## src/rtl/ds_pkg.sv

```systemverilog
package ds_pkg;
  typedef enum logic [1:0] {EXT_NONE, EXT_PEAK, EXT_VALLEY} ext_e;
endpackage

```

## src/rtl/ds_mavg.sv

```systemverilog
module ds_mavg #(
  parameter int W   = 10,
  parameter int LOG = 2
) (
  input  logic         clk_i,
  input  logic         rst_ni,
  input  logic         vld_i,
  input  logic [W-1:0] smp_i,
  output logic         vld_o,
  output logic [W-1:0] avg_o
);
  localparam int LEN  = 1 << LOG;
  localparam int SUMW = W + LOG;

  logic [W-1:0]    hist_q [LEN];
  logic [SUMW-1:0] sum_q, sum_d;

  assign sum_d = sum_q + SUMW'(smp_i) - SUMW'(hist_q[LEN-1]);

  always_ff @(posedge clk_i or negedge rst_ni) begin
    if (!rst_ni) begin
      for (int i = 0; i < LEN; i++) hist_q[i] <= '0;
      sum_q <= '0;
      avg_o <= '0;
      vld_o <= 1'b0;
    end else begin
      vld_o <= vld_i;
      if (vld_i) begin
        hist_q[0] <= smp_i;
        for (int i = 1; i < LEN; i++) hist_q[i] <= hist_q[i-1];
        sum_q <= sum_d;
        avg_o <= sum_d[SUMW-1:LOG];
      end
    end
  end
endmodule

```

## src/rtl/ds_extrema.sv

```systemverilog
module ds_extrema
  import ds_pkg::*;
#(
  parameter int W = 10
) (
  input  logic         clk_i,
  input  logic         rst_ni,
  input  logic         vld_i,
  input  logic [W-1:0] avg_i,
  output logic [W-1:0] thr_o,
  output logic         thr_vld_o
);
  localparam int WIN = 8;
  localparam int CTR = 2;

  logic [W-1:0] win_q [WIN];
  logic [3:0]   fill_q;
  logic         new_q;
  logic [W-1:0] pk_q, vl_q;
  ext_e         last_q;
  logic         is_pk, is_vl, up_run, dn_run;
  logic [W:0]   mid_pk, mid_vl;

  // older side: strictly rising (peak) or falling (valley) into the centre
  always_comb begin
    up_run = 1'b1;
    dn_run = 1'b1;
    for (int i = CTR; i < WIN-1; i++) begin
      if (!(win_q[i+1] < win_q[i])) up_run = 1'b0;
      if (!(win_q[i+1] > win_q[i])) dn_run = 1'b0;
    end
    is_pk = new_q && up_run && (win_q[CTR] > win_q[1]) && (win_q[1] > win_q[0]);
    is_vl = new_q && dn_run && (win_q[CTR] < win_q[1]) && (win_q[1] < win_q[0]);
  end

  assign mid_pk = ({1'b0, win_q[CTR]} + {1'b0, vl_q}) >> 1;
  assign mid_vl = ({1'b0, win_q[CTR]} + {1'b0, pk_q}) >> 1;

  always_ff @(posedge clk_i or negedge rst_ni) begin
    if (!rst_ni) begin
      for (int i = 0; i < WIN; i++) win_q[i] <= '0;
      fill_q    <= '0;
      new_q     <= 1'b0;
      pk_q      <= '0;
      vl_q      <= '0;
      last_q    <= EXT_NONE;
      thr_o     <= '0;
      thr_vld_o <= 1'b0;
    end else begin
      new_q <= vld_i && (fill_q >= 4'(WIN-1));
      if (vld_i) begin
        win_q[0] <= avg_i;
        for (int i = 1; i < WIN; i++) win_q[i] <= win_q[i-1];
        if (fill_q < 4'(WIN)) fill_q <= fill_q + 4'd1;
      end
      if (is_pk) begin
        pk_q   <= win_q[CTR];
        last_q <= EXT_PEAK;
        if (last_q == EXT_VALLEY) begin
          thr_o     <= mid_pk[W-1:0];
          thr_vld_o <= 1'b1;
        end
      end else if (is_vl) begin
        vl_q   <= win_q[CTR];
        last_q <= EXT_VALLEY;
        if (last_q == EXT_PEAK) begin
          thr_o     <= mid_vl[W-1:0];
          thr_vld_o <= 1'b1;
        end
      end
    end
  end
endmodule

```

## src/rtl/ds_vote.sv

```systemverilog
module ds_vote #(
  parameter int W   = 10,
  parameter int DEC = 12
) (
  input  logic         clk_i,
  input  logic         rst_ni,
  input  logic         vld_i,
  input  logic [W-1:0] avg_i,
  input  logic [W-1:0] thr_i,
  input  logic         thr_vld_i,
  input  logic         stb_i,
  output logic         bit_o,
  output logic         bit_stb_o,
  output logic         bit_vld_o
);
  localparam int CMAX = 4 * DEC;
  localparam int CW   = $clog2(CMAX + 1);
  localparam logic [CW-1:0] MAJ_C = CW'(DEC / 2 + 1);
  localparam logic [CW-1:0] TIE_C = CW'(DEC / 2);
  localparam logic [CW-1:0] MAX_C = CW'(CMAX);
  localparam bit HAS_TIE = (DEC % 2) == 0;

  logic [CW-1:0] ones_q;
  logic          dec_one;
  logic          vote;

  assign dec_one = vld_i && thr_vld_i && (avg_i > thr_i);

  always_comb begin
    if (ones_q >= MAJ_C)                 vote = 1'b1;
    else if (HAS_TIE && ones_q == TIE_C) vote = bit_o;
    else                                 vote = 1'b0;
  end

  always_ff @(posedge clk_i or negedge rst_ni) begin
    if (!rst_ni) begin
      ones_q    <= '0;
      bit_o     <= 1'b0;
      bit_stb_o <= 1'b0;
      bit_vld_o <= 1'b0;
    end else begin
      bit_stb_o <= stb_i;
      if (stb_i) begin
        bit_o     <= vote;
        bit_vld_o <= thr_vld_i;
        ones_q    <= CW'(dec_one);
      end else if (dec_one && ones_q < MAX_C) begin
        ones_q <= ones_q + 1'b1;
      end
    end
  end
endmodule

```

## src/rtl/drift_slicer.sv

```systemverilog
module drift_slicer #(
  parameter int SMP_W   = 10,
  parameter int AVG_LOG = 2,
  parameter int DEC     = 12
) (
  input  logic             clk_i,
  input  logic             rst_ni,
  input  logic             smp_vld_i,
  input  logic [SMP_W-1:0] smp_i,
  input  logic             bit_stb_i,
  output logic             bit_o,
  output logic             bit_stb_o,
  output logic             bit_vld_o,
  output logic [SMP_W-1:0] thr_o,
  output logic             thr_vld_o
);
  logic             avg_vld;
  logic [SMP_W-1:0] avg;

  ds_mavg #(.W(SMP_W), .LOG(AVG_LOG)) u_mavg (
    .clk_i  (clk_i),
    .rst_ni (rst_ni),
    .vld_i  (smp_vld_i),
    .smp_i  (smp_i),
    .vld_o  (avg_vld),
    .avg_o  (avg)
  );

  ds_extrema #(.W(SMP_W)) u_ext (
    .clk_i     (clk_i),
    .rst_ni    (rst_ni),
    .vld_i     (avg_vld),
    .avg_i     (avg),
    .thr_o     (thr_o),
    .thr_vld_o (thr_vld_o)
  );

  ds_vote #(.W(SMP_W), .DEC(DEC)) u_vote (
    .clk_i     (clk_i),
    .rst_ni    (rst_ni),
    .vld_i     (avg_vld),
    .avg_i     (avg),
    .thr_i     (thr_o),
    .thr_vld_i (thr_vld_o),
    .stb_i     (bit_stb_i),
    .bit_o     (bit_o),
    .bit_stb_o (bit_stb_o),
    .bit_vld_o (bit_vld_o)
  );
endmodule

```

## config.mk

```make
export PLATFORM = sky130hd
export DESIGN_NAME = drift_slicer
export DESIGN_NICKNAME = d
export VERILOG_FILES = /design/src/rtl/ds_pkg.sv /design/src/rtl/ds_mavg.sv /design/src/rtl/ds_extrema.sv /design/src/rtl/ds_vote.sv /design/src/rtl/drift_slicer.sv
export SDC_FILE = /design/constraint.sdc
export NUM_CORES = 1
export LEC_CHECK = 0
export ABC_CLOCK_PERIOD_IN_PS = 5880
export BUFFER_PORTS_ARGS = -buffer_cell sky130_fd_sc_hd__buf_2
export CELL_PAD_IN_SITES_DETAIL_PLACEMENT = 1
export CELL_PAD_IN_SITES_GLOBAL_PLACEMENT = 1
export CORE_UTILIZATION = 30
export DETAILED_ROUTE_END_ITERATION = 10
export PLACE_DENSITY = 0.5
export SYNTH_ARGS = -nofsm -noshare
export SYNTH_HDL_FRONTEND = slang
export SYNTH_SLANG_ARGS = --single-unit
export TNS_END_PERCENT = 1
```

## constraint.sdc

```tcl
create_clock -name clk_i -period 5.88 [get_ports clk_i]
set_clock_uncertainty 0.1 [all_clocks]
set_input_delay 0.294 -clock clk_i [delete_from_list [all_inputs] [get_ports clk_i]]
set_output_delay 0.294 -clock clk_i [all_outputs]
set_load 0.05 [all_outputs]
```

After elaboration in Yosys (flattened, before gate mapping)
Cells that the tools add are included.
{ "totals": {"reg_bits": 190, "input_bits": 14, "out_inout_bits": 14, "wordCells": 98} }
{ "op_classes": {"add_sub_neg": 6, "magnitude_cmp": 19, "eq_ne": 5, "mux": 24, "bitwise_logic": 1, "n_reduce_logical": 17} }
{ "ops": {"columns": ["cell", "count"], "rows": [
  ["10-bit greater-than comparator", 8],
  ["10-bit less-than comparator", 7],
  ["10-bit two-way mux", 4],
  ["10-bit by 10-bit adder with 11-bit output", 2],
  ["1-bit two-way mux", 16],
  ["12-bit by 10-bit adder with 12-bit output", 1],
  ["6-bit two-way mux", 2],
  ["12-bit by 10-bit subtractor with 12-bit output", 1],
  ["1-bit logical AND", 10],
  ["6-bit by 1-bit adder with 6-bit output (second input constant)", 1],
  ["6-bit by 3-bit equality test with 1-bit output (second input constant)", 1],
  ["6-bit by 3-bit >= comparator with 1-bit output (second input constant)", 1],
  ["6-bit less-than comparator (second input constant)", 1],
  ["2-bit AND reduction", 3],
  ["2-bit nonzero test", 3],
  ["4-bit by 1-bit adder with 4-bit output (second input constant)", 1],
  ["4-bit by 3-bit >= comparator with 1-bit output (second input constant)", 1],
  ["4-bit less-than comparator (second input constant)", 1],
  ["2-bit two-way mux", 2],
  ["3-bit AND reduction", 1],
  ["2-bit by 1-bit equality test with 1-bit output (second input constant)", 1],
  ["2-bit equality test (second input constant)", 1],
  ["2-bit by 1-bit != test with 1-bit output (second input constant)", 1],
  ["2-bit != test (second input constant)", 1],
  ["1-bit NOT", 1]
]} }

Longest topological paths before layout
Gate-level depths: netlist of run 1.
{ "logic_depth": {"ltp_word": 11, "mapped_depth": 21, "mapped_depth_nobuf": 20} }

By module
From an unflattened synthesis of run 1, not the netlist that was laid out.
{ "hier_totals": {"hier_cells": 1007, "hier_area_um2": 10252.3} }
{ "modules_own_cells": {"columns": ["module", "instances", "cells_each", "area_per_inst_um2", "seq_area_each_um2"], "rows": [
  ["ds_extrema", 1, 678, 6576.3, 2952.8],
  ["ds_mavg", 1, 248, 2910.3, 1326.3],
  ["ds_vote", 1, 81, 765.7, 225.2]
]} }

Least setup slack after synthesis of run 1
Ideal clock, no wire load.
{ "synth_path": {"kind": "reg2reg", "from": "register u_ext.win_q[24] (netlist name)", "to": "register u_ext.thr_o[9]", "setup_ns": 0.126, "t_arrival_ns": 4.059, "t_required_ns": 5.654, "path_slack_ns": 1.595, "path_stages_with_launch": 19, "n_path_buf": 1, "period_less_slack_ns": 4.285, "path_cell_list": "dfrtp_1 ha_1 and4_1 a221oi_2 o21ai_1 nand4bb_1 nor3_2 buf_2 mux2_1 fa_1 a21o_1 a21oi_1 o21bai_1 a21oi_1 o21bai_1 a21oi_1 nor2_1 a211oi_1 a21oi_1"} }
{ "synth_via": {"elab_chain_len": 9, "word_cells_on_any_way": 21, "classes_between": "order compare (4); eq/ne (1); mux (7); reduce/logical (9)"} }
{ "synth_lines": {"columns": ["item", "line_no", "rtl"], "rows": [
  ["from (decl)", "ds_extrema.sv:16", "logic [W-1:0] win_q [WIN];"],
  ["10-bit less-than comparator or 10-bit greater-than comparator (tied branches)", "ds_extrema.sv:29, ds_extrema.sv:30", null],
  ["1-bit two-way mux, on equally long branches (3 in series)", "ds_extrema.sv:29, ds_extrema.sv:30", null],
  ["1-bit logical AND, on equally long branches (3 in series)", "ds_extrema.sv:32, ds_extrema.sv:33", null],
  ["2-bit != test (no line) or 2-bit nonzero test (tied branches)", null, null],
  ["3-bit AND reduction (no line)", null, null],
  ["to (signal assigned)", "ds_extrema.sv:60", "thr_o <= mid_pk[W-1:0];"],
  ["to (signal assigned)", "ds_extrema.sv:67", "thr_o <= mid_vl[W-1:0];"],
  ["to (decl)", "ds_extrema.sv:10", "output logic [W-1:0] thr_o,"]
]} }
Parallel ways exist; a longest one is shown, timed or not.
A chain may end at the register's enable or synchronous reset.

Worst setup path after layout of run 1
{ "layout_path": {"from": "register u_ext.win_q[51] (netlist name)", "to": "register u_ext.thr_o[9]"} }
{ "layout_via": {"elab_chain_len": 11, "word_cells_on_any_way": 30, "classes_between": "add/sub (2); order compare (4); eq/ne (1); mux (14); reduce/logical (9)"} }
{ "layout_lines": {"columns": ["item", "line_no"], "rows": [
  ["10-bit less-than comparator or 10-bit greater-than comparator (tied branches)", "ds_extrema.sv:29, ds_extrema.sv:30"],
  ["1-bit two-way mux, on equally long branches (5 in series)", "ds_extrema.sv:29, ds_extrema.sv:30"],
  ["1-bit logical AND, on equally long branches (3 in series)", "ds_extrema.sv:32, ds_extrema.sv:33"],
  ["2-bit != test (no line) or 2-bit nonzero test (tied branches)", null],
  ["3-bit AND reduction (no line)", null]
]} }
Parallel ways exist; a longest one is shown, timed or not. The select of a mux whose other input is x is not followed.

==> impl_metrics.sql, run 1 <==
INSERT INTO impl_metrics (metric_group, metric, value, unit) VALUES
('clocking', 'tritoncts.num_buffers', '17', ''),
('place', 'detailedPlacementHpwl', '17.3', 'mm'),
('clocking', 'clock-root-buffer', 'sky130_fd_sc_hd__clkbuf_16', ''),
('synthesis', 'synth-seq-cells', '180', ''),
('critical_path', 'path_class', 'reg2reg', ''),
('place', 'port_buffers', '27', ''),
('synthesis', 'postSynthCellCount', '972', ''),
('die', 'initial_core_utilization', '30.4', '%'),
('sta', 'slew_headroom', '51.5', '%'),
('routing', 'drcViolationCount', '0', ''),
('routing', 'detail_route.wl_per_cell', '15.8', 'um'),
('hold_path', 'hold_start', 'smp_vld_i', ''),
('finish', 'register_area', '4510', 'um^2'),
('sta', 'finalCritPeriodShare', '82.7', '%'),
('sta', 'hold_violations', '0', ''),
('critical_path', 'worst_path_max_delay_cell', 'sky130_fd_sc_hd__dfrtp_1', ''),
('finish', 'antenna_cells_inserted', '0', ''),
('clocking', 'cts.sinks', '180', ''),
('global_route', 'wire_length_of_the_first_global_routing_pass', '38.9', 'mm'),
('die', 'core_area', '32500', 'um^2'),
('synthesis', 'synth_ff_type', 'sky130_fd_sc_hd__dfrtp_1', ''),
('sta', 'setup_tns', '0', 'ns'),
('critical_path', 'critical_path.endpoint_type', 'register', ''),
('synthesis', 'synthesis_warning_total', '0', ''),
('synthesis', 'ys_seq_area_share', '45.6', '%'),
('synthesis', 'mappedNetlistNets', '1101', ''),
('sta', 'min_period', '4.86', 'ns'),
('critical_path', 'crit_buf_inv', '1', ''),
('clocking', 'clock_path_buffers', '2', ''),
('clocking', 'worst_skew_pair.late_latency', '0.45', 'ns'),
('die', 'die_h', '183', 'um'),
('sta', 'unrepaired_setup_endpoints_after_global_routing', 'no', ''),
('routing', 'antenna_left', '0', ''),
('power_and_ir_drop', 'p_per_area', '444', 'nW/um^2'),
('finish', 'layout-drive-gt1-share', '13.0', '%'),
('clocking', 'ctsHtreeMaxLevel', '4', ''),
('critical_path', 'critical_path_required', '6.09', 'ns'),
('finish', 'area_occupied_by_multi_input_gates', '4730', 'um^2'),
('synthesis', 'synthesis.area', '9880', 'um^2'),
('routing', 'postRouteWirelength', '23.2', 'mm'),
('critical_path', 'worstSetupStartpointType', 'register', ''),
('critical_path', 'critical_path.cell_chain', 'ha_1 -> nor2b_1 -> o21bai_1 -> a31oi_1 -> a2111oi_0 -> nand4bb_1 -> nor3_2 -> buf_4 -> mux2_1 -> fa_1 -> a21o_1 -> a21oi_1 -> o21bai_1 -> a21oi_1 -> o21bai_1 -> a21oi_1 -> nor2_1 -> a211oi_1 -> a21oi_1', ''),
('finish', 'final_common_cell', 'sky130_fd_sc_hd__dfrtp_1', ''),
('power_and_ir_drop', 'cellLeakagePower', '5.33', 'nW'),
('hold_path', 'holdCritPathClass', 'in2reg', ''),
('global_route', 'grt_pass1_vias', '7059', ''),
('global_route', 'grt_usage', '15.1', '%'),
('power_and_ir_drop', 'vdd.ir_drop.worst', '0.229', 'mV'),
('synthesis', 'synth_enable_flop_cells', '0', ''),
('run', 'max-cap-violations', '0', ''),
('routing', 'drt_pass1_iterations', '4', ''),
('die', 'chipWidth', '183', 'um'),
('sta', 'final_max_slew_viol_count', '0', ''),
('critical_path', 'critical-path-top-cell-by-count', 'sky130_fd_sc_hd__a21oi_1', ''),
('critical_path', 'worst_path_dominant_cell_family', 'compound AO/OA/AOI/OAI gates', ''),
('critical_path', 'cp_data_arrival_time', '5.08', 'ns'),
('critical_path', 'reg2reg_setup_slack', '1.02', 'ns'),
('routing', 'routed-via-count', '6730', ''),
('clocking', 'tritoncts_clock_tree', 'built', ''),
('global_route', 'grt.overflow.total', '0', ''),
('run_status', 'status', 'finished clean', ''),
('die', 'floorplan.rows', '66', ''),
('routing', 'vias_per_cell', '4.60', ''),
('critical_path', 'worst_path_fanout_max', '23', ''),
('sta', 'setup-violations-final', '0', ''),
('synthesis', 'yosysUniqueCellTypes', '54', ''),
('die', 'die_outline_area', '33600', 'um^2'),
('synthesis', 'syn_avg_cell_area', '10.2', 'um^2'),
('routing', 'drt-initial-drc-count', '187', ''),
('sta', 'fin_worst_hold_slack', '0.312', 'ns'),
('finish', 'highest_count_cells_in_the_layout_ignoring_fill_and_taps', 'sky130_fd_sc_hd__dfrtp_1 (179), sky130_fd_sc_hd__inv_1 (137), sky130_fd_sc_hd__nand2_1 (118), sky130_fd_sc_hd__ha_1 (104), sky130_fd_sc_hd__o21ai_0 (103)', '');
sequential cells by signal, indices dropped and copies added, names as in the netlist, 2 cells and up:
name           flops
u_ext.fill_q       4
u_ext.last_q       2
u_ext.pk_q        10
u_ext.thr_o       10
u_ext.vl_q        10
u_ext.win_q       80
u_mavg.hist_q     40
u_mavg.sum_q      12
u_vote.ones_q      6
cells in the mapped netlist (all sizes together), types with 4 or more instances:
cell	instances	share of area, %
nor2b	9	0.57
nand4	18	1.1
mux2i	6	0.73
a21o	13	0.99
mux2	73	8.3
nand3	7	0.35
buf	4	0.25
o21ai	111	5.6
fa	11	2.2
a211oi	7	0.53
ha	104	13
dfrtp	180	46
inv	137	5.2
nor2	30	1.1
a21oi	40	2.0
o21bai	8	0.61
o21a	4	0.30
xnor2	15	1.3
clkbuf	26	0.99
xor2	7	0.62
nand2	118	4.5
nor3	6	0.35
cell type report:
type | count | area share (%)
well taps | 442 | 4.93
inverters | 137 | 4.58
repair buffers | 47 | 2.89
multi-input cells | 625 | 42.2
flip-flops and latches | 180 | 40.2
clock inverters | 15 | 1.49
clock buffers | 17 | 3.79
path summary, 6_finish.rpt:
kind                       cells after the start               end
max reg2reg                                   19    u_ext.thr_o[9]
min in group asynchronous                      2  u_vote.ones_q[2]
max                                           19    u_ext.thr_o[9]
max in group asynchronous                      3    u_ext.win_q[0]
min reg2reg                                    1     u_ext.pk_q[5]
min                                            2      u_mavg.vld_o
power breakdown:
group | switching [W] | internal [W]
clock | 0.000568 | 0.000605
sequential | 0.000278 | 0.00154
combinational | 0.00112 | 0.000873
worst reg2reg max path: stages (launching register included):
cell                        delay [ns]
sky130_fd_sc_hd__dfrtp_1          0.50
sky130_fd_sc_hd__ha_1             0.36
sky130_fd_sc_hd__nor2b_1          0.13
sky130_fd_sc_hd__o21bai_1         0.17
sky130_fd_sc_hd__a31oi_1          0.12
sky130_fd_sc_hd__a2111oi_0        0.50
sky130_fd_sc_hd__nand4bb_1        0.31
sky130_fd_sc_hd__nor3_2           0.07
sky130_fd_sc_hd__buf_4            0.23
sky130_fd_sc_hd__mux2_1           0.39
sky130_fd_sc_hd__fa_1             0.44
sky130_fd_sc_hd__a21o_1           0.19
sky130_fd_sc_hd__a21oi_1          0.21
sky130_fd_sc_hd__o21bai_1         0.09
sky130_fd_sc_hd__a21oi_1          0.23
sky130_fd_sc_hd__o21bai_1         0.09
sky130_fd_sc_hd__a21oi_1          0.23
sky130_fd_sc_hd__nor2_1           0.08
sky130_fd_sc_hd__a211oi_1         0.19
sky130_fd_sc_hd__a21oi_1          0.10
repair_timing:
| action | CTS | global route |
|---|---|---|
| endpoints found under the hold margin | 90 | 0 |
| hold buffers | 12 | 0 |
| gates resized for setup | 0 | 0 |
logic make-up (layout without fill, tap and decap cells):
logic type	Yosys count	count (layout)	share of synthesized area [%]
AO/OA/AOI/OAI	202	202	11.8
adder cells (fa/ha/maj)	115	115	15.4
XOR/XNOR	22	22	1.95
multiplexers	79	79	9.06
flip-flops	180	180	45.6
AND/OR/NAND/NOR	207	207	9.70
buffers and inverters	167	216	6.45
routing by layer:
metal / track usage [%] / vias to the layer above / share of wire [%]
li1: - / 3366 / -
met1: 21.2 / 3296 / 51
met2: 23.3 / 52 / 45
met3: 3.05 / 16 / 2.2
met4: 4.23 / 0 / 1.2
met5: 0 / - / 0
through the flow:
stage | cells | total power, W | cell area (um^2) | util, % | setup WS, ns
floorplan | 972 | 0.00326 | 9880 | - | 1.60
global placement | 1419 | 0.00384 | 10500 | 32.4 | 1.03
detailed placement | 1419 | 0.00387 | 10500 | 32.4 | 0.979
CTS | 1463 | 0.00509 | 11200 | 34.6 | 0.952
global route | 1463 | 0.00546 | 11200 | 34.6 | 0.519
finish | 1463 | 0.00498 | 11200 | 34.6 | 1.02
(Power assumes the default switching activity.)
==> inputs of run 2 (changes only) <==
ABC_CLOCK_PERIOD_IN_PS = 4100   (was 5880)
PLACE_DENSITY = 0.52   (was 0.5)
clock period = 4.1 ns   (was 5.88 ns; I/O delays follow)
==> run 2 against run 1 <==
  * Die area unchanged
  * Via count is 4.4% higher
  * Sequential cell count unchanged
  * Worst hold slack worse by 0.15 ns
  * Clock-buffer cell count up 7
  * The run now ends with negative setup slack left
  * Wire length is 3.8% higher
  * Design area increased by 7.7%
  * First-iteration DRC count rose by 26%
  * Largest cell class unchanged
  * Sequential share of layout area is 2.8 points lower
  * Combinational power grew 78%
  * Non-clock buffer count up 82
  * Global-route usage rose by 0.37 points
  * Critical endpoint is now u_ext.thr_o[8]
==> impl_metrics.sql, run 2 (synthesized netlist as in run 1, its figures left out) <==
INSERT INTO impl_metrics (metric_group, metric, value, unit) VALUES
('clocking', 'tritoncts_clock_tree', 'built', ''),
('critical_path', 'critical_path_required', '4.33', 'ns'),
('global_route', 'wire_length_of_the_first_global_routing_pass', '40.4', 'mm'),
('finish', 'syn2layout_area_growth', '22.4', '%'),
('sta', 'min_period', '4.11', 'ns'),
('die', 'core_area', '32500', 'um^2'),
('power_and_ir_drop', 'p_per_area', '639', 'nW/um^2'),
('sta', 'setup-violations-final', '1', ''),
('place', 'detailedPlacementHpwl', '18.0', 'mm'),
('finish', 'max_flop_register', 'u_ext.win_q', ''),
('sta', 'unrepaired_setup_endpoints_after_global_routing', 'yes', ''),
('finish', 'largest_reg_flops', '80', ''),
('power_and_ir_drop', 'power_report.internal_total', '0.00478', 'W'),
('power_and_ir_drop', 'power', '0.00772', 'W'),
('die', 'floorplan.rows', '66', ''),
('global_route', 'grt_usage', '15.4', '%'),
('finish', 'final_net_count', '1219', ''),
('critical_path', 'beginning_of_the_worst_register_to_register_path', 'u_ext.win_q[65]', ''),
('run_status', 'failed_checks', 'negative setup slack', ''),
('critical_path', 'timing.rr.end', 'u_ext.thr_o[8]', ''),
('finish', 'finalInstanceArea', '12100', 'um^2'),
('power_and_ir_drop', 'share_seq_of_total_power', '33.2', '%'),
('die', 'die_h', '183', 'um'),
('die', 'die_outline_area', '33600', 'um^2'),
('global_route', 'grt.overflow.total', '0', ''),
('sta', 'hold_violations', '0', ''),
('clocking', 'ctsHtreeMaxLevel', '4', ''),
('routing', 'routed-via-count', '7028', ''),
('global_route', 'antenna_found_initial', '0', ''),
('hold_path', 'holdCritPathClass', 'in2reg', ''),
('place', 'dp_slack', '-0.248', 'ns'),
('global_route', 'maximum_number_of_pins_on_one_net_before_global_route_repair', '85', ''),
('sta', 'fin_worst_hold_slack', '0.158', 'ns'),
('power_and_ir_drop', 'combinationalPowerShare', '45.9', '%'),
('routing', 'vias_per_cell', '4.55', ''),
('routing', 'postRouteWirelength', '24.1', 'mm'),
('power_and_ir_drop', 'switching_power', '0.00294', 'W'),
('clocking', 'clock_pin_slew_on_the_worst_setup_and_hold_paths', '0.07', 'ns'),
('sta', 'slew_headroom', '51.0', '%'),
('clocking', 'cts.sinks', '180', ''),
('routing', 'detail_route.wl_per_cell', '15.6', 'um'),
('power_and_ir_drop', 'switch_share', '38.1', '%'),
('global_route', 'grt_pass1_vias', '7521', ''),
('sta', 'fmaxAchievable', '243', 'MHz'),
('finish', 'layout-drive-gt1-share', '22.2', '%'),
('critical_path', 'reg2reg_depth', '20', ''),
('hold_path', 'timing.hold.worst_endpoint', 'u_mavg.vld_o', ''),
('sta', 'max_slew.worst_pin.slew', '0.735', 'ns'),
('finish', 'biggestRegsByFlops', 'u_ext.win_q: 80 flops, u_mavg.hist_q: 40 flops, u_mavg.sum_q: 12 flops', ''),
('power_and_ir_drop', 'cellLeakagePower', '5.75', 'nW'),
('power_and_ir_drop', 'clock_power_share', '20.9', '%'),
('hold_path', 'hold_path_depth', '1', ''),
('sta', 'finalCritPeriodShare', '100', '%'),
('critical_path', 'critical_path.max_stage_delay', '0.39', 'ns'),
('finish', 'highest_count_cells_in_the_layout_ignoring_fill_and_taps', 'sky130_fd_sc_hd__dfrtp_1 (178), sky130_fd_sc_hd__inv_1 (136), sky130_fd_sc_hd__nand2_1 (118), sky130_fd_sc_hd__o21ai_0 (102), sky130_fd_sc_hd__ha_1 (95)', ''),
('finish', 'final_common_cell', 'sky130_fd_sc_hd__dfrtp_1', ''),
('place', 'post_dp_cell_area', '11000', 'um^2'),
('place', 'port_buffers', '27', ''),
('routing', 'drt-initial-drc-count', '236', ''),
('die', 'design.portCount', '28', ''),
('die', 'initial_core_utilization', '30.4', '%'),
('run', 'max-cap-violations', '0', ''),
('sta', 'final_max_slew_viol_count', '0', ''),
('critical_path', 'worstSetupStartpointType', 'register', ''),
('critical_path', 'critical_path.endpoint_type', 'register', ''),
('clocking', 'tritoncts.num_buffers', '17', ''),
('critical_path', 'critical_path.cell_chain', 'buf_4 -> ha_1 -> o21a_1 -> o221ai_1 -> a21oi_1 -> a211o_1 -> nand3_2 -> nor3_4 -> buf_4 -> buf_8 -> mux2_2 -> ha_4 -> a21o_1 -> a21oi_2 -> o21bai_1 -> a21o_1 -> a21oi_2 -> o31ai_2 -> xnor2_1 -> mux2i_1', ''),
('critical_path', 'path_class', 'reg2reg', ''),
('routing', 'drt_pass1_iterations', '4', ''),
('finish', 'antenna_cells_inserted', '0', ''),
('routing', 'drcViolationCount', '0', ''),
('routing', 'antenna_left', '0', ''),
('critical_path', 'cp_data_arrival_time', '4.34', 'ns'),
('clocking', 'clock-root-buffer', 'sky130_fd_sc_hd__clkbuf_16', ''),
('critical_path', 'worst_path_max_delay_cell', 'sky130_fd_sc_hd__dfrtp_1', ''),
('sta', 'fin_ws', '-0.00996', 'ns'),
('clocking', 'clock_path_buffers', '2', ''),
('place', 'gp_congestion', '0.775', ''),
('die', 'chipWidth', '183', 'um'),
('clocking', 'worst_skew_pair.late_latency', '0.45', 'ns'),
('hold_path', 'hold_start', 'smp_vld_i', ''),
('run_status', 'status', 'complete, but fails checks', ''),
('critical_path', 'reg2reg_setup_slack', '-0.01', 'ns'),
('power_and_ir_drop', 'vdd.ir_drop.worst', '0.325', 'mV'),
('critical_path', 'worst_path_fanout_max', '9', '');
==> run 2: cell types whose count changed in the layout (fill, tap and decap cells not counted), sizes merged <==
cell	before	now
buf	34	116
inv	144	137
clkbuf	18	25
==> run 2: repair_timing <==
action,4_1_cts,5_1_grt
hold buffers,12,0
hold endpoints to repair,97,0
resized for setup,21,21
cloned,0,0
setup buffers,7,14
pin swaps,4,17
endpoints found under the setup margin,7,7
==> run 2: critical path, delay by kind of cell (launching register included) <==
kind,cells,cell delay [ns]
flops,1,0.39
simple gates,2,0.52
mux,2,0.45
xor+xnor,1,0.14
compound gates,10,1.40
fa+ha+maj,2,0.53
buf+inv,3,0.44
==> run 2: how the worst max path moves through the flow <==
stage	endpoint	startpoint	slack, ns	cells past startpoint
floorplan	u_ext.thr_o[9]	u_ext.win_q[57]	0.009	19
global placement	u_ext.thr_o[7]	u_ext.win_q[25]	-0.19	20
detailed placement	u_ext.thr_o[9]	u_ext.win_q[25]	-0.25	19
CTS	u_ext.thr_o[9]	u_ext.win_q[35]	-0.06	20
global route	u_ext.thr_o[7]	u_ext.win_q[53]	-0.20	22
finish	u_ext.thr_o[8]	u_ext.win_q[65]	-0.01	20
==> run 2: power by group through the flow <==
stage	clock network [W]	logic (W)	registers, W
2_1_floorplan	0	0.00219	0.00250
3_3_place_gp	0	0.00319	0.00259
3_5_place_dp	0	0.00326	0.00260
4_1_cts	0.00167	0.00343	0.00257
5_1_grt	0.00174	0.00405	0.00263
6_report	0.00161	0.00354	0.00256
==> run 2: layer usage <==
metal	up-vias	GRT usage, %	share of wire (%)
met5	-	0	0
met4	0	3.97	0.90
met3	14	3.25	2.2
met2	49	23.7	45
met1	3451	22.0	52
li1	3514	-	-
==> run 2: per-stage QoR <==
step	util (%)	cells	TNS, ns
CTS	36.6	1531	-0.115
finish	37.2	1545	-0.00996
floorplan	-	972	0
global placement	33.9	1480	-0.699
detailed placement	33.9	1480	-1.15
global route	37.2	1545	-0.696
==> run 2: cell type report <==
class / instances / area, um^2
Fill cell: 3663 / 20400
Multi-Input combinational cell: 625 / 4980
Sequential cell: 180 / 4510
Timing Repair Buffer: 129 / 967
Tap cell: 442 / 553
Inverter: 137 / 514
Clock buffer: 24 / 482
Clock inverter: 8 / 77.6
==> inputs of run 3 (changes only) <==
==> constraint.sdc (replaced) <==
create_clock -name clk_i -period 4.1 [get_ports clk_i]
set_clock_uncertainty 0.1 [all_clocks]
set_input_delay 0.41 -clock clk_i [delete_from_list [all_inputs] [get_ports clk_i]]
set_output_delay 0.41 -clock clk_i [all_outputs]
set_load 0.05 [all_outputs]
==> run 3 against run 2 <==
  * The flow still finishes with violations (negative setup slack)
  * First-iteration DRC count fell by 15%
  * Design area rose by 2.8%
  * Global-route usage barely moved
  * Critical path depth did not move
  * Utilization rose by 1.0 points
  * Worst setup slack got worse by 0.075 ns
==> impl_metrics.sql, run 3 (synthesized netlist as in run 1, its figures left out) <==
INSERT INTO impl_metrics (metric_group, metric, value, unit) VALUES
('run_status', 'status', 'complete, but fails checks', ''),
('run_status', 'failed_checks', 'negative setup slack', ''),
('routing', 'drt_pass1_iterations', '4', ''),
('critical_path', 'path_class', 'reg2reg', ''),
('critical_path', 'critical_path_required', '4.33', 'ns'),
('place', 'post_dp_cell_area', '11000', 'um^2'),
('global_route', 'wire_length_of_the_first_global_routing_pass', '40.6', 'mm'),
('clocking', 'clock_path_buffers', '2', ''),
('routing', 'routed-via-count', '7171', ''),
('sta', 'fin_ws', '-0.0848', 'ns'),
('power_and_ir_drop', 'power', '0.00806', 'W'),
('global_route', 'antenna_found_initial', '0', ''),
('finish', 'highest_count_cells_in_the_layout_ignoring_fill_and_taps', 'sky130_fd_sc_hd__dfrtp_1 (172), sky130_fd_sc_hd__inv_1 (126), sky130_fd_sc_hd__nand2_1 (118), sky130_fd_sc_hd__buf_4 (111), sky130_fd_sc_hd__o21ai_0 (99)', ''),
('routing', 'antenna_left', '0', ''),
('place', 'port_buffers', '27', ''),
('clocking', 'tritoncts_clock_tree', 'built', ''),
('power_and_ir_drop', 'p_per_area', '649', 'nW/um^2'),
('finish', 'syn2layout_area_growth', '25.8', '%'),
('die', 'initial_core_utilization', '30.4', '%'),
('hold_path', 'holdCritPathClass', 'in2reg', ''),
('routing', 'vias_per_cell', '4.61', ''),
('routing', 'detail_route.wl_per_cell', '15.8', 'um'),
('place', 'numPlacedInstances', '1481', ''),
('run', 'max-cap-violations', '0', ''),
('clocking', 'cts.sinks', '180', ''),
('power_and_ir_drop', 'cellLeakagePower', '5.86', 'nW'),
('critical_path', 'cp_data_arrival_time', '4.41', 'ns'),
('critical_path', 'worst_path_fanout_max', '5', ''),
('global_route', 'grt_pass1_vias', '7632', ''),
('global_route', 'grt_usage', '15.4', '%'),
('finish', 'final_common_cell', 'sky130_fd_sc_hd__dfrtp_1', ''),
('sta', 'unrepaired_setup_endpoints_after_global_routing', 'yes', ''),
('sta', 'finalCritPeriodShare', '102', '%'),
('clocking', 'clock-root-buffer', 'sky130_fd_sc_hd__clkbuf_16', ''),
('sta', 'max_slew.worst_pin.slew', '1.06', 'ns'),
('sta', 'setup_tns', '-0.205', 'ns'),
('clocking', 'worst_skew_pair.late_latency', '0.44', 'ns'),
('clocking', 'ctsHtreeMaxLevel', '4', ''),
('routing', 'drt-initial-drc-count', '201', ''),
('finish', 'finalInstanceArea', '12400', 'um^2'),
('die', 'design.portCount', '28', ''),
('finish', 'antenna_cells_inserted', '0', ''),
('sta', 'setup-violations-final', '4', ''),
('clocking', 'clock_pin_slew_on_the_worst_setup_and_hold_paths', '0.07', 'ns'),
('place', 'gp_congestion', '0.772', ''),
('clocking', 'tritoncts.num_buffers', '17', ''),
('place', 'detailedPlacementHpwl', '17.7', 'mm'),
('power_and_ir_drop', 'vdd.ir_drop.worst', '0.350', 'mV'),
('finish', 'layout-drive-gt1-share', '27.9', '%'),
('die', 'core_area', '32500', 'um^2'),
('die', 'chipWidth', '183', 'um'),
('critical_path', 'critical_path.endpoint_type', 'register', ''),
('finish', 'final_util', '38.3', '%'),
('die', 'die_outline_area', '33600', 'um^2'),
('routing', 'postRouteWirelength', '24.5', 'mm'),
('finish', 'final_standard_cell_count_with_taps_included_and_fillers_excluded', '1557', ''),
('sta', 'fmaxAchievable', '239', 'MHz'),
('critical_path', 'worstSetupStartpointType', 'register', ''),
('sta', 'min_period', '4.18', 'ns'),
('die', 'die_h', '183', 'um'),
('finish', 'biggestRegsByFlops', 'u_ext.win_q: 80 flops, u_mavg.hist_q: 40 flops, u_mavg.sum_q: 12 flops', ''),
('finish', 'filler_cell_count', '3642', ''),
('sta', 'slew_headroom', '29.2', '%'),
('sta', 'final_max_slew_viol_count', '0', ''),
('die', 'floorplan.rows', '66', ''),
('finish', 'area_occupied_by_multi_input_gates', '5230', 'um^2'),
('routing', 'drcViolationCount', '0', ''),
('global_route', 'grt.overflow.total', '0', ''),
('finish', 'register_area', '4520', 'um^2'),
('finish', 'largest_reg_flops', '80', ''),
('sta', 'hold_violations', '0', ''),
('global_route', 'maximum_number_of_pins_on_one_net_before_global_route_repair', '87', ''),
('finish', 'final_net_count', '1232', ''),
('finish', 'max_flop_register', 'u_ext.win_q', '');
[run 3: cell count changes in the layout (fill, tap and decap cells not counted), sizes merged]
cell and change:
clkbuf -2, bufinv +1, buf +24, dlygate4sd3 -11
[run 3: what timing repair did]
| item | in CTS | in global routing |
|---|---|---|
| pin swaps | 25 | 35 |
| endpoints found under the hold margin | 62 | 0 |
| endpoints found under the setup margin | 7 | 7 |
| hold buffers | 1 | 0 |
| resized for setup | 23 | 63 |
| buffers inserted | 20 | 25 |
[run 3: cell type report]
type,count,share of cell area (%)
inverters,137,4.14
repair buffers,142,8.29
clock buffers,22,3.82
flip-flops and latches,180,36.4
multi-input cells,625,42.1
clock inverters,9,0.836
well taps,442,4.45
[run 3: worst paths after layout]
| kind | slack, ns | to | startpoint | cells past startpoint |
|---|---|---|---|---|
| max in group asynchronous | 2.47 | u_ext.win_q[42] | rst_ni | 3 |
| worst min register to register | 0.38 | u_vote.bit_o | u_vote.bit_o | 2 |
| worst max-delay path | -0.08 | u_ext.thr_o[9] | u_ext.win_q[58] | 20 |
| min in group asynchronous | 0.49 | u_ext.win_q[76] | rst_ni | 2 |
| worst min-delay path | 0.09 | u_vote.bit_stb_o | bit_stb_i | 1 |
| worst max register to register | -0.08 | u_ext.thr_o[9] | u_ext.win_q[58] | 20 |
[run 3: through the flow]
step | setup WS (ns) | hold slack [ns]
floorplan | 0.00892 | 0.0144
global placement | -0.167 | 0.361
detailed placement | -0.282 | 0.372
CTS | -0.0501 | 0.0867
global route | -0.326 | 0.0930
finish | -0.0848 | 0.0948
[run 3: power breakdown]
part           total, W  switching [W]  internal, W
clock           0.00166       0.000719     0.000940
sequential      0.00258       0.000368      0.00221
combinational   0.00382        0.00196      0.00186
[run 3: worst max-delay path: stages, from the launching register on]
cell and delay (ns):
sky130_fd_sc_hd__dfrtp_1 0.40, sky130_fd_sc_hd__buf_4 0.15, sky130_fd_sc_hd__ha_1 0.30, sky130_fd_sc_hd__nand4_1 0.14, sky130_fd_sc_hd__buf_4 0.13, sky130_fd_sc_hd__nor2_1 0.05, sky130_fd_sc_hd__a31oi_1 0.24, sky130_fd_sc_hd__nand3_2 0.15
sky130_fd_sc_hd__nor3_4 0.34, sky130_fd_sc_hd__buf_4 0.18, sky130_fd_sc_hd__mux2_4 0.31, sky130_fd_sc_hd__fa_2 0.39, sky130_fd_sc_hd__a21o_1 0.21, sky130_fd_sc_hd__a21oi_2 0.15, sky130_fd_sc_hd__o21bai_1 0.10, sky130_fd_sc_hd__a21oi_2 0.15
sky130_fd_sc_hd__o21bai_1 0.10, sky130_fd_sc_hd__a21oi_2 0.17, sky130_fd_sc_hd__nor2_1 0.07, sky130_fd_sc_hd__a211oi_1 0.17, sky130_fd_sc_hd__a21oi_1 0.09
[run 3: layer usage]
metal / global-route usage [%] / up-vias / share of wire [%]
li1: - / 3545 / -
met1: 21.9 / 3551 / 51
met2: 24.1 / 56 / 45
met3: 2.81 / 19 / 2.2
met4: 3.77 / 0 / 1.2
met5: 0 / - / 0
